<file path="src/rtl/trap_pkg.sv">
package trap_pkg;

    localparam int NCAUSE = 8;
    localparam int CW     = $clog2(NCAUSE);
    localparam int XW     = 32;
    localparam int VEC_SH = 2;

    typedef enum logic [CW-1:0] {
        C_RST  = 3'd0,
        C_UND  = 3'd1,
        C_SWI  = 3'd2,
        C_PABT = 3'd3,
        C_DABT = 3'd4,
        C_ADDR = 3'd5,
        C_IRQ  = 3'd6,
        C_FIQ  = 3'd7
    } cause_e;

    typedef enum logic [2:0] {
        BK_NONE = 3'd0,
        BK_FIQ  = 3'd1,
        BK_IRQ  = 3'd2,
        BK_SVC  = 3'd3,
        BK_ABT  = 3'd4,
        BK_UND  = 3'd5
    } bank_e;

    localparam logic [4:0] M_FIQ   = 5'h11;
    localparam logic [4:0] M_IRQ   = 5'h12;
    localparam logic [4:0] M_SVC   = 5'h13;
    localparam logic [4:0] M_ABT   = 5'h17;
    localparam logic [4:0] M_UND   = 5'h1B;
    localparam logic [4:0] M26_FIQ = 5'h01;
    localparam logic [4:0] M26_IRQ = 5'h02;
    localparam logic [4:0] M26_SVC = 5'h03;

    localparam int PSR_I = 7;
    localparam int PSR_F = 6;

    localparam logic [XW-1:0] PSR_RST32 = 32'h0000_00D3;
    localparam logic [XW-1:0] PSR_RST26 = 32'h0000_00C3;
    localparam logic [XW-1:0] PC_RST32  = 32'h0000_0000;
    localparam logic [XW-1:0] PC_RST26  = 32'h0C00_0003;

    // highest priority first
    localparam logic [CW-1:0] PRIO_LIST [NCAUSE] = '{
        3'd0, 3'd4, 3'd7, 3'd6, 3'd3, 3'd5, 3'd1, 3'd2
    };

    typedef struct packed {
        logic [4:0] mode;
        bank_e      bank;
        logic       set_f;
        logic       adj;
    } route_t;

    typedef struct packed {
        logic [XW-1:0] psr;
        logic [XW-1:0] pc;
        logic [XW-1:0] link;
    } entry_t;

    function automatic logic [XW-1:0] vec_addr(input cause_e c);
        return XW'(c) << VEC_SH;
    endfunction

endpackage

</file>
<file path="src/rtl/trap_arb.sv">
module trap_arb
    import trap_pkg::*;
(
    input  logic [NCAUSE-1:0] req,
    output logic              hit,
    output cause_e            sel
);
    always_comb begin
        hit = |req;
        sel = C_RST;
        for (int k = NCAUSE - 1; k >= 0; k--) begin
            if (req[PRIO_LIST[k]]) sel = cause_e'(PRIO_LIST[k]);
        end
    end
endmodule

</file>
<file path="src/rtl/trap_route.sv">
module trap_route
    import trap_pkg::*;
(
    input  cause_e cause,
    input  logic   legacy26,
    output route_t rt
);
    always_comb begin
        rt.set_f = (cause == C_RST) || (cause == C_FIQ);
        rt.adj   = (cause != C_RST);
        unique case (cause)
            C_RST, C_SWI: begin
                rt.mode = legacy26 ? M26_SVC : M_SVC;
                rt.bank = BK_SVC;
            end
            C_UND: begin
                rt.mode = legacy26 ? M26_SVC : M_UND;
                rt.bank = legacy26 ? BK_SVC : BK_UND;
            end
            C_PABT, C_DABT: begin
                rt.mode = legacy26 ? M26_SVC : M_ABT;
                rt.bank = legacy26 ? BK_SVC : BK_ABT;
            end
            C_ADDR: begin
                rt.mode = M26_SVC;
                rt.bank = BK_SVC;
            end
            C_IRQ: begin
                rt.mode = legacy26 ? M26_IRQ : M_IRQ;
                rt.bank = BK_IRQ;
            end
            default: begin
                rt.mode = legacy26 ? M26_FIQ : M_FIQ;
                rt.bank = BK_FIQ;
            end
        endcase
    end
endmodule

</file>
<file path="src/rtl/trap_pcword.sv">
module trap_pcword
    import trap_pkg::*;
(
    input  cause_e        cause,
    input  route_t        rt,
    input  logic          legacy26,
    input  logic [XW-1:0] cur_pc,
    input  logic [XW-1:0] cur_psr,
    output entry_t        ent
);
    localparam logic [XW-1:0] LINK_ADJ = XW'(4);

    logic [XW-1:0] base;
    logic [XW-1:0] vec;

    always_comb begin
        if (legacy26)
            base = {cur_psr[31:28], cur_psr[PSR_I:PSR_F], cur_pc[25:2], cur_psr[1:0]};
        else if (!cur_psr[4])
            base = {6'b0, cur_pc[25:2], 2'b0};
        else
            base = cur_pc;

        ent.link = rt.adj ? (base - LINK_ADJ) : base;

        ent.psr = {cur_psr[XW-1:8], 1'b1, rt.set_f | cur_psr[PSR_F], cur_psr[5], rt.mode};

        vec = vec_addr(cause);
        if (ent.psr[4])
            ent.pc = vec;
        else
            ent.pc = {ent.psr[31:28], ent.psr[PSR_I:PSR_F], 26'b0} | vec | {30'b0, ent.psr[1:0]};
    end
endmodule

</file>
<file path="src/rtl/trap_entry.sv">
module trap_entry
    import trap_pkg::*;
(
    input  logic          clk,
    input  logic          rst,
    input  logic          legacy26,
    input  logic          take,
    input  logic [7:0]    req,
    input  logic [31:0]   cur_pc,
    input  logic [31:0]   cur_psr,
    output logic          taken,
    output logic [2:0]    cause_out,
    output logic [31:0]   psr_out,
    output logic [31:0]   pc_out,
    output logic [31:0]   link_out,
    output logic          spsr_we,
    output logic [2:0]    spsr_bank,
    output logic [31:0]   spsr_val,
    output logic          pabt_flag
);
    logic   hit;
    cause_e sel;
    route_t rt;
    entry_t ent;
    logic   go;

    trap_arb u_arb (.req(req), .hit(hit), .sel(sel));
    trap_route u_route (.cause(sel), .legacy26(legacy26), .rt(rt));
    trap_pcword u_pcw (
        .cause(sel), .rt(rt), .legacy26(legacy26),
        .cur_pc(cur_pc), .cur_psr(cur_psr), .ent(ent)
    );

    assign go = take && hit;

    always_ff @(posedge clk) begin
        if (rst) begin
            taken     <= 1'b0;
            cause_out <= '0;
            psr_out   <= legacy26 ? PSR_RST26 : PSR_RST32;
            pc_out    <= legacy26 ? PC_RST26 : PC_RST32;
            link_out  <= '0;
            spsr_we   <= 1'b0;
            spsr_bank <= BK_NONE;
            spsr_val  <= '0;
            pabt_flag <= 1'b0;
        end else begin
            taken     <= go;
            spsr_we   <= go;
            pabt_flag <= go && (sel == C_PABT);
            if (go) begin
                cause_out <= sel;
                psr_out   <= ent.psr;
                pc_out    <= ent.pc;
                link_out  <= ent.link;
                spsr_bank <= rt.bank;
                spsr_val  <= cur_psr;
            end
        end
    end
endmodule

</file>
<file path="config.mk">
export PLATFORM = sky130hd
export DESIGN_NAME = trap_entry
export DESIGN_NICKNAME = d
export VERILOG_FILES = /design/src/rtl/trap_pkg.sv /design/src/rtl/trap_arb.sv /design/src/rtl/trap_route.sv /design/src/rtl/trap_pcword.sv /design/src/rtl/trap_entry.sv
export SDC_FILE = /design/constraint.sdc
export NUM_CORES = 1
export LEC_CHECK = 0
export ABC_AREA = 0
export CORE_ASPECT_RATIO = 1.2
export CORE_UTILIZATION = 30
export CTS_BUF_LIST = sky130_fd_sc_hd__clkbuf_4
export DETAILED_ROUTE_END_ITERATION = 16
export GPL_TIMING_DRIVEN = 0
export RECOVER_POWER = 25
export SYNTH_ARGS = -nofsm -noshare
export SYNTH_HDL_FRONTEND = slang
export SYNTH_HIERARCHICAL = 1
export SYNTH_SLANG_ARGS = --single-unit
</file>
<file path="constraint.sdc">
create_clock -name clk -period 11.76 [get_ports clk]
set_input_delay 3.528 -clock clk [delete_from_list [all_inputs] [get_ports clk]]
set_output_delay 3.528 -clock clk [all_outputs]
set_load 0.02 [all_outputs]
</file>
* Yosys cells after proc, flatten, opt, wreduce, memory -nomap -nowiden
Cells that the tools add are included.
** Word-level totals
- Register bits :: 136
- Word-level logic and storage cells :: 54
** Operators by class
- $add $sub $neg :: 1
- Eq/ne operators :: 7
- Mux-type cells :: 26
- Bitwise gates (word level) :: 3
- Reductions and logical operators :: 9
** Operators with widths (number)
- two-way mux 32 bit :: 8
- one-hot mux 8 bit (5 select lines) :: 1
- bitwise OR 32 x 2 -> 32 bit :: 1
- bitwise OR 32 x 5 -> 32 bit :: 1
- subtractor 32 x 3 -> 32 bit (second input constant) :: 1
- two-way mux 5 bit :: 6
- two-way mux 28 bit :: 1
- two-way mux 3 bit :: 8
- equality test 3 bit (second input constant) :: 4
- OR reduction 8 bit :: 1
- equality test 3 x 2 -> 1 bit (second input constant) :: 2
- two-way mux 2 bit :: 2
- OR reduction 2 bit :: 2
- equality test 3 x 1 -> 1 bit (second input constant) :: 1
- zero test 3 bit :: 1
- nonzero test 3 bit :: 1
- logical AND 1 bit :: 2
- nonzero test 2 bit :: 1
- logical OR 1 bit :: 1
- bitwise OR 1 bit :: 1

* Longest topological paths before layout
- Depth in word-level cells :: 16
- Mapped depth :: 11

* Cells and area by module
The synthesis kept the hierarchy.
** Modules (own cells, without submodules)
- trap_entry :: times used 1, cells an instance 467, area each 5470.2 µm², sequential area each 3363.2 µm²
- trap_pcword :: times used 1, cells an instance 168, area each 1216.2 µm², sequential area each 0.0 µm²
- trap_route :: times used 1, cells an instance 16, area each 108.9 µm², sequential area each 0.0 µm²
- trap_arb :: times used 1, cells an instance 12, area each 70.1 µm², sequential area each 0.0 µm²

* Least setup slack after synthesis
Ideal clock, no wire load.
- Kind :: input port to flip-flop
- Start :: input req[6]
- End :: register link_out[11]
- Library setup time :: 0.070 ns
- Arrival time :: 6.123 ns
- Data required time :: 11.690 ns
- Path slack :: 5.567 ns
- Stages :: 10
- Buffers on the path :: 0
- Cell sequence :: nor2b_1 -> nor4_1 -> or3_2 -> nor3b_4 -> nand2b_1 -> or4_1 -> nor4_1 -> xor2_1 -> nand3_1 -> a21oi_1
** RTL lines
- start: declaration :: RTL line trap_entry.sv:8 : input logic [7:0] req,
- end signal: assignment :: RTL line trap_entry.sv:55 : link_out <= ent.link;
- end: declaration :: RTL line trap_entry.sv:15 : output logic [31:0] link_out,

==> out/metrics.cfg <==
[outcome]
status = complete, no violations

[route]
drc = 0
viasPerCell = 4.519
post_drt_wl_per_cell_um = 16.21
first_pass_iters = 4
drtIter0Drc = 150
wl_mm = 19.56
drt.antenna.violating_nets = 0
vias = 5454

[timing]
max_slew_margin_pct = 26.55
rsz0062_at_grt = no
setup_ws_ps = 4871
fin_crit_sh_pct = 58.58
drv_slew = 0
setup_viol = 0
skew_ps = 0
worst_slew_pin_slew_ps = 1092
finalCriticalPeriod_ps = 6889
hold_viol_final = 0
fmax_mhz = 145.2
tns_ps = 0

[floorplanning]
core-area_um2 = 22450
die_w_um = 140.1
start_util_pct = 30.59
die-area_um2 = 23500
num_io_pins = 213
fp.dieH_um = 167.7
rows = 60

[critical_path]
crit_path_cell_trace = dlygate4sd3_1 -> or3b_1 -> a21boi_0 -> or3_2 -> nor3b_4 -> and3_1 -> buf_2 -> nand3b_2 -> nor4_1 -> xor2_1 -> nand3_1 -> a21oi_1
cp_max_fo = 9
crit_family = simple AND/OR/NAND/NOR gates
crit_path_start_kind = primary input
cp.arrival_ps = 7380
r2r_slack_ps = 10980
crit_buf_inv = 2
reg2regPathDepth = 2
endpoint_kind = flop
cp_slowest_cell = a21boi_0
worstPathRequired_ps = 12250
worst-path-stages = 12
crit_type = in2reg
max_stage_delay_ps = 860

[clock_tree]
hold_buffers = 0
clockBufferDepth = 2
cts_sinks = 136
clk_latency_ps = 530
postCtsSetupBuffers = 0
cts-htree-levels = 4
cts_tree = done
root_buffer = clkbuf_4
numCtsBuffers = 17
clk_pin_slew_ps = 130
cts_resized = 0

[synthesis]
ys.flop_type = dfxtp_1
yosysSeqAreaShare_pct = 48.99
synth-edff-count = 64
synthesis.area_per_instance_um2 = 10.35
synth.ff_latch_count = 136
synth.distinct_cells = 51
async_flop_share_pct = 0
synth_cells = 663
syn_area_um2 = 6865
yosys_warnings = 6

[global_route]
grt_max_degree = 65
grt_overflow_total = 0
grt_pass1_vias = 5364
grt_pass1_wl_mm = 29.70
antenna_found_initial = 2
grt.total_usage_pct = 16.72

[placed_design]
io_buffers = 210
dp_hpwl_mm = 14.70
pre_cts_slack_ps = 4710
gp_routability_congestion = 0.8046

[layout]
fin_nets = 990
mostFrequentLayoutCell = clkdlybuf4s50_1
drive_gt1_share_pct = 16.74
mostFrequentLayoutCells = clkdlybuf4s50_1 (197), nand3_1 (73), a21oi_1 (73)
syn_to_final_growth_pct = 41.77
nFillCells = 2192

[job]
maxCapViolations = 0

[worst_hold_path]
hold_class = reg2reg
whs_path_depth = 2

[power_and_ir_drop]
powerDensity_nw_per_um2 = 118.0
p_leak_uw = 0.003732
ir_drop_mv = 0.05121

[kinds of logic (layout without fill, tap and decap cells)]
logic type / count (synthesis) / after routing / share of synthesized area (%)
adder cells (fa/ha/maj): 1 / 1 / 0.1822
AND/OR/NAND/NOR: 218 / 218 / 18.83
flip-flops: 136 / 136 / 48.99
XOR/XNOR: 27 / 27 / 3.445
AO/OA/AOI/OAI: 163 / 163 / 17.59
other: 2 / 24 / 0.1094
multiplexers: 2 / 2 / 0.2916
buffers and inverters: 114 / 357 / 10.57
[worst paths after layout]
kind / end / startpoint
min reg2reg: cause_out[1] / cause_out[1]
min: cause_out[1] / cause_out[1]
max reg2reg: link_out[5] / link_out[5]
max: link_out[18] / req[5]
[flip-flops by register name, summed over array words and instances, names as in the netlist]
name,count
link_out,32
pc_out,32
psr_out,32
spsr_val,32
cause_out,3
spsr_bank,3
pabt_flag,1
spsr_we,1
[worst reg2reg max path, delay by kind of cell, from the launching register on]
family	cells	cell delay, ps
DFF	1	390
AOI/OAI and AO/OA	2	340
[metrics by stage]
stage          cell area [um2]  cells  total power [uW]  hold WS, ps  utilization, %
3_3_place_gp              9392   1172             799.8        464.7           41.84
3_5_place_dp              9413   1173             801.3        475.1           41.93
6_report                  9733   1207              1148        489.1           43.36
5_1_grt                   9733   1207              1199        531.9           43.36
4_1_cts                   9742   1205              1167        492.9           43.40
2_1_floorplan             6940    683             677.9        549.3               -
[power by group]
group          total (uW)  internal, uW  switching (uW)
sequential            544           531            12.2
clock                 361           173             188
combinational         243           123             121
[cell type report]
| cell class | count | area, um2 | share of cell area (%) |
|---|---|---|---|
| repair buffers | 211 | 2110 | 21.67 |
| inverters | 10 | 37.54 | 0.3857 |
| multi-input cells | 433 | 2865 | 29.44 |
| flip-flops and latches | 136 | 3363 | 34.55 |
| diodes | 2 | 5.005 | 0.05142 |
| clock inverters | 14 | 193.9 | 1.993 |
| plain buffers | 104 | 674.4 | 6.929 |
| clock buffers | 18 | 135.1 | 1.388 |
| well taps | 279 | 349.1 | 3.587 |
[layer usage]
| layer | share of wire [%] | GRT usage, % | wire length, um |
|---|---|---|---|
| met1 | 43 | 19.86 | 8472 |
| met2 | 48 | 27.91 | 9373 |
| met3 | 6.6 | 5.061 | 1299 |
| met4 | 2.1 | 7.071 | 415 |
| met5 | 0 | 0 | 0 |
[synthesized netlist by cell type, drive strengths merged, types with 2 or more instances]
cell | count | area share [%]
a21oi | 73 | 5.3
nand3b | 3 | 0.38
nand2b | 6 | 0.55
nand2 | 13 | 0.71
nand3 | 73 | 5.3
or3b | 4 | 0.51
nor2 | 13 | 0.82
edfxtp | 64 | 28
nor2b | 63 | 5.7
xor2 | 18 | 2.3
or2 | 6 | 0.55
buf | 92 | 9.4
o211a | 2 | 0.29
or3 | 4 | 0.38
nor4 | 8 | 0.91
xnor2 | 9 | 1.1
o21ai | 8 | 0.64
conb | 2 | 0.11
mux2i | 2 | 0.29
dfxtp | 72 | 21
or4 | 5 | 0.66
a21bo | 69 | 10
clkbuf | 12 | 0.66
nand4 | 2 | 0.40
a22oi | 5 | 0.55
a22o | 2 | 0.26
nor3 | 14 | 1.3
inv | 10 | 0.55
(Power assumes the default switching activity.)
